===== src/rtl/fan_slew_pkg.sv =====
package fan_slew_pkg;

    localparam int DUTY_W = 8;
    localparam int CODE_W = 3;
    localparam int TCNT_W = 8;

    typedef logic [DUTY_W-1:0] duty_t;
    typedef logic [TCNT_W-1:0] tcnt_t;

    typedef enum logic [CODE_W-1:0] {
        RATE_206 = 3'd0,
        RATE_104 = 3'd1,
        RATE_69  = 3'd2,
        RATE_41  = 3'd3,
        RATE_26  = 3'd4,
        RATE_18  = 3'd5,
        RATE_10  = 3'd6,
        RATE_5   = 3'd7
    } rate_e;

    typedef enum logic [1:0] {
        DIR_HOLD = 2'd0,
        DIR_UP   = 2'd1,
        DIR_DOWN = 2'd2
    } dir_e;

    // Number of millisecond ticks that must pass for each one-count step.
    function automatic tcnt_t rate_ticks(input rate_e code);
        case (code)
            RATE_206: rate_ticks = 8'd206;
            RATE_104: rate_ticks = 8'd104;
            RATE_69:  rate_ticks = 8'd69;
            RATE_41:  rate_ticks = 8'd41;
            RATE_26:  rate_ticks = 8'd26;
            RATE_18:  rate_ticks = 8'd18;
            RATE_10:  rate_ticks = 8'd10;
            default:  rate_ticks = 8'd5;
        endcase
    endfunction

    function automatic dir_e pick_dir(input duty_t cur, input duty_t tgt);
        if (tgt > cur)      pick_dir = DIR_UP;
        else if (tgt < cur) pick_dir = DIR_DOWN;
        else                pick_dir = DIR_HOLD;
    endfunction

endpackage


===== src/rtl/slew_interval_timer.sv =====
module slew_interval_timer
    import fan_slew_pkg::*;
(
    input  logic          clk,
    input  logic          rst,
    input  logic          tick,
    input  logic          active,
    input  rate_e         code,
    output logic          step_go
);
    tcnt_t cnt_q;
    rate_e code_q;
    tcnt_t limit;
    logic  code_chg;

    assign limit    = rate_ticks(code);
    assign code_chg = (code != code_q);
    assign step_go  = active && !code_chg && tick && (cnt_q == limit - 8'd1);

    always_ff @(posedge clk) begin
        if (rst) begin
            cnt_q  <= '0;
            code_q <= RATE_206;
        end else begin
            code_q <= code;
            if (!active || code_chg) begin
                cnt_q <= '0;
            end else if (tick) begin
                if (cnt_q == limit - 8'd1) cnt_q <= '0;
                else                       cnt_q <= cnt_q + 8'd1;
            end
        end
    end

    AST_CNT_BOUND: assert property (@(posedge clk) disable iff (rst)
        cnt_q < rate_ticks(code_q));
    AST_IDLE_ZERO: assert property (@(posedge clk) disable iff (rst)
        !active |=> cnt_q == '0);
    AST_STEP_ON_TICK: assert property (@(posedge clk) disable iff (rst)
        step_go |-> tick);
endmodule


===== src/rtl/duty_stepper.sv =====
module duty_stepper
    import fan_slew_pkg::*;
(
    input  logic  clk,
    input  logic  rst,
    input  logic  slew_en,
    input  duty_t target,
    input  logic  step_go,
    output logic  active,
    output duty_t cur
);
    dir_e  dir;

    assign dir    = pick_dir(cur, target);
    assign active = slew_en && (dir != DIR_HOLD);

    always_ff @(posedge clk) begin
        if (rst) begin
            cur <= '0;
        end else if (!slew_en) begin
            cur <= target;
        end else if (step_go) begin
            case (dir)
                DIR_UP:   cur <= cur + 8'd1;
                DIR_DOWN: cur <= cur - 8'd1;
                default:  cur <= cur;
            endcase
        end
    end

    AST_BYPASS_TRACK: assert property (@(posedge clk) disable iff (rst)
        !slew_en |=> cur == $past(target));
    AST_HOLD_NO_STEP: assert property (@(posedge clk) disable iff (rst)
        (slew_en && !step_go) |=> $stable(cur));
    AST_ONE_COUNT: assert property (@(posedge clk) disable iff (rst)
        (slew_en && step_go) |=> (cur == 8'($past(cur) + 8'd1)) || (cur == 8'($past(cur) - 8'd1)));
    AST_TOWARD: assert property (@(posedge clk) disable iff (rst)
        (slew_en && step_go && (target > cur)) |=> cur > $past(cur));
endmodule


===== src/rtl/min_duty_reg.sv =====
module min_duty_reg
    import fan_slew_pkg::*;
#(
    parameter duty_t RESET_VAL = 8'h80
) (
    input  logic  clk,
    input  logic  rst,
    input  logic  wr_en,
    input  duty_t wr_data,
    input  logic  lock_req,
    output duty_t value,
    output logic  locked
);
    always_ff @(posedge clk) begin
        if (rst) begin
            value  <= RESET_VAL;
            locked <= 1'b0;
        end else begin
            if (lock_req) locked <= 1'b1;
            if (wr_en && !locked) value <= wr_data;
        end
    end

    AST_LOCK_STICKY: assert property (@(posedge clk) disable iff (rst)
        locked |=> locked);
    AST_LOCKED_FROZEN: assert property (@(posedge clk) disable iff (rst)
        locked |=> $stable(value));
endmodule


===== src/rtl/pwm_slew_limiter.sv =====
module pwm_slew_limiter
    import fan_slew_pkg::*;
#(
    parameter logic [7:0] MIN_RESET = 8'h80
) (
    input  logic       clk,
    input  logic       rst,
    input  logic       tick_1ms,
    input  logic       slew_en,
    input  logic [2:0] rate_code,
    input  logic [7:0] target_duty,
    input  logic       min_wr_en,
    input  logic [7:0] min_wr_data,
    input  logic       lock_req,
    output logic [7:0] applied_duty,
    output logic [7:0] min_duty,
    output logic       locked
);
    logic  step_go;
    logic  active;
    rate_e code;

    assign code = rate_e'(rate_code);

    slew_interval_timer u_timer (
        .clk     (clk),
        .rst     (rst),
        .tick    (tick_1ms),
        .active  (active),
        .code    (code),
        .step_go (step_go)
    );

    duty_stepper u_step (
        .clk     (clk),
        .rst     (rst),
        .slew_en (slew_en),
        .target  (target_duty),
        .step_go (step_go),
        .active  (active),
        .cur     (applied_duty)
    );

    min_duty_reg #(.RESET_VAL(MIN_RESET)) u_min (
        .clk      (clk),
        .rst      (rst),
        .wr_en    (min_wr_en),
        .wr_data  (min_wr_data),
        .lock_req (lock_req),
        .value    (min_duty),
        .locked   (locked)
    );
endmodule


===== config.mk =====
export PLATFORM = sky130hd
export DESIGN_NAME = pwm_slew_limiter
export DESIGN_NICKNAME = d
export VERILOG_FILES = /design/src/rtl/fan_slew_pkg.sv /design/src/rtl/slew_interval_timer.sv /design/src/rtl/duty_stepper.sv /design/src/rtl/min_duty_reg.sv /design/src/rtl/pwm_slew_limiter.sv
export SDC_FILE = /design/constraint.sdc
export NUM_CORES = 1
export LEC_CHECK = 0
export ABC_AREA = 1
export BUFFER_PORTS_ARGS = -buffer_cell sky130_fd_sc_hd__buf_2
export CAP_MARGIN = 20
export CELL_PAD_IN_SITES_DETAIL_PLACEMENT = 0
export CELL_PAD_IN_SITES_GLOBAL_PLACEMENT = 1
export CORE_MARGIN = 5
export CORE_UTILIZATION = 38
export CTS_CLUSTER_DIAMETER = 60
export DETAILED_ROUTE_END_ITERATION = 12
export PLACE_DENSITY = 0.77
export SYNTH_ARGS = -nofsm -noshare
export SYNTH_HDL_FRONTEND = slang
export SYNTH_SLANG_ARGS = --single-unit

===== constraint.sdc =====
create_clock -name clk -period 2.88 [get_ports clk]
set_clock_uncertainty 0.15 [all_clocks]
set_input_delay 0 -clock clk [delete_from_list [all_inputs] [get_ports clk]]
set_output_delay 0 -clock clk [all_outputs]
set_load 0.02 [all_outputs]

==> results_dict.tcl <==
set metrics [dict create \
    worst_ir_drop_vdd_uv 312 \
    cts_max_level 1 \
    finalCritPeriodShare_pct 92.5 \
    gp_congestion 0.851 \
    area_growth_pct 30.2 \
    synth.distinct_cells 33 \
    antenna_found_initial 0 \
    synth_warnings 0 \
    whs_ps 30.2 \
    ios 42 \
    n_antenna_cell 0 \
    cp_data_arrival_time_ps 2690 \
    start_util_pct 39.3 \
    hold_path_end "u_min.value[7]" \
    ff2ff_path_depth 18 \
    fin_area_um2 2630 \
    clk_pin_slew_ps 100 \
    startpoint "u_step.cur[5]" \
    holdPathStages 4 \
    vias 2050 \
    drv_cap 0 \
    finalCoreUtilization_pct 51.2 \
    yosys.area.top_type "dfxtp_1" \
    clock_sinks 28 \
    grt_pass1_vias 2017 \
    status "finished clean" \
    grt_max_degree 17 \
    numPortBuffers 41 \
    power.density_nw_per_um2 417 \
    first_pass_iters 6 \
    cts.path.max_buffers 2 \
    cts_buffers 3 \
    ys_seq_elements 28 \
    cp_max_fo 6 \
    wl_um 5010 \
    netlist_instances 300 \
    vias_per_cell 4.69 \
    startpoint_type "register" \
    worst_pin_slew_ps 420 \
    hp-class "primary input to register" \
    period_needed_ps 2660 \
    drt-wirelength-per-cell_um 11.5 \
    setup_viol 0 \
    core-area_um2 5140 \
    min_from "min_wr_en" \
    synth_area_leaders "dfxtp_1 (28%), nand2_1 (12%), ha_1 (9.9%), nor2_1 (9.1%), nand3_1 (7.2%)" \
    r2r-start "u_step.cur[5]" \
    hold_viol_final 0 \
    finalPower_w 0.00110 \
    worstReg2RegEnd "u_step.cur[7]" \
    fmax_ghz 0.376 \
    initialDrtViolationCount 111 \
    relSlewSlack_pct 72.0 \
    synthesis.nets 342 \
    grt_usage_pct 15.1 \
    p_leak_nw 1.27 \
    die_x_um 82.9 \
    critPathKind "register to register" \
    root_buffer "clkbuf_8" \
    tritoncts "built" \
    cp-end-kind "register" \
    fillCellCount 539 \
    seqCellArea_um2 564 \
    hpwl_um 3860 \
    final_nets 410 \
    post_dp_cell_area_um2 2270 \
    rrSetupSlack_ps 220 \
    crit_required_ps 2910 \
    grt.overflow.total 0 \
    synth_area_um2 2020 \
    drc 0 \
    drive_gt1_share_pct 21.3 \
    synth_top_area_share_pct 27.7 \
    seq_area_frac_synth_pct 27.7 \
    die_h_um 82.9 \
    die_area_um2 6880 \
    slew_violations 0 \
    grt_pass1_wl_um 8920 \
    syn_area_per_cell_um2 6.74 \
    num_rows 26 \
    multiInputGateArea_um2 1280 \
    tns_ps 0 \
    final_antenna_net_count 0 \
    clkLatencyLatePin_ps 270 \
]
synthesized netlist by cell type (all sizes together):
| master | count |
|---|---|
| ha | 16 |
| nor3 | 8 |
| nand3b | 1 |
| o22ai | 1 |
| a31oi | 2 |
| xnor2 | 6 |
| nand2 | 69 |
| nand4 | 5 |
| a21o | 3 |
| dfxtp | 28 |
| clkbuf | 4 |
| inv | 32 |
| fa | 1 |
| or2 | 1 |
| nand3 | 30 |
| nor2 | 59 |
| xor2 | 9 |
| buf | 3 |
| o21ai | 9 |
| clkinv | 3 |
| nor3b | 1 |
| a21oi | 9 |
where the power goes:
group	leakage (nW)	switching, W	internal, W	total, W
registers	0.232	0.0000153	0.000409	0.000424
clock network	0.0357	0.000126	0.000186	0.000312
logic	1.00	0.000204	0.000156	0.000360
total	1.27	0.000345	0.000751	0.00110
worst max-delay path by stage:
stage,end,slack [ps]
after floorplan,u_step.cur[7],170
after global routing,u_step.cur[7],-10
after global placement,u_step.cur[5],140
final,u_step.cur[7],220
after detailed placement,u_step.cur[7],80
after CTS,u_step.cur[7],60
flip-flops by register name, summed over array words and instances (netlist names):
signal          cells
u_timer.code_q      3
u_min.value         8
u_min.locked        1
u_timer.cnt_q       8
u_step.cur          8
layer usage:
layer  vias up  wire, um  GRT usage [%]
met1       906      2520           20.9
met3         6       272           2.87
li1       1092         -              -
met4         0        72           5.50
met5         -         0              0
met2        46      2150           23.4
stage by stage:
| stage | instances | worst slack, ps |
|---|---|---|
| global placement | 405 | 141 |
| detailed placement | 405 | 83.4 |
| CTS | 434 | 63.4 |
| global route | 437 | -9.92 |
| floorplan | 300 | 165 |
| finish | 437 | 217 |
timing repair:
action / CTS / global route
hold endpoints to repair: 23 / 0
endpoints found under the setup margin: 0 / 5
resized for setup: 0 / 8
hold buffers: 25 / 0
setup buffers: 0 / 3
cell usage in the layout, fill, tap and decap left out, types with 4 or more instances in the layout:
cell type,count
xnor2_1,6
ha_1,15
inv_1,28
nand4_1,5
xor2_1,9
o21ai_0,9
nor3_1,8
nor2_2,8
dfxtp_1,25
dlygate4sd3_1,25
buf_4,4
buf_2,41
nor2_1,49
nand2_1,66
a21oi_1,5
nand3_1,29
cell families after synthesis:
logic type / Yosys count / share of synthesized area (%)
simple gates: 174 / 38.2
buf+inv: 42 / 9.41
flops: 28 / 27.7
compound gates: 24 / 7.24
fa+ha+maj: 17 / 10.9
xor+xnor: 15 / 6.50
layout make-up:
cell class              instances  share of cell area (%)
multi-input cells             230                    48.8
flip-flops and latches         28                    21.4
repair buffers                 70                    18.4
inverters                      35                    5.32
well taps                      70                    3.33
clock buffers                   3                    1.57
clock inverters                 1                    1.14
critical path: stages (launching register included):
cell and delay (ps):
dfxtp_2 370, inv_1 50, ha_1 290, a21oi_2 170, nor2_1 70, nor2_2 130, nand2_1 90, inv_2 110
ha_2 320, a21oi_2 140, nand2_1 110, nand2_1 80, nand3_1 80, inv_1 70, nand3_1 70, nand3_1 80
nand2_1 50, nor2_1 80, nor2_1 50
No activity file was read; power rests on OpenSTA's default activity.
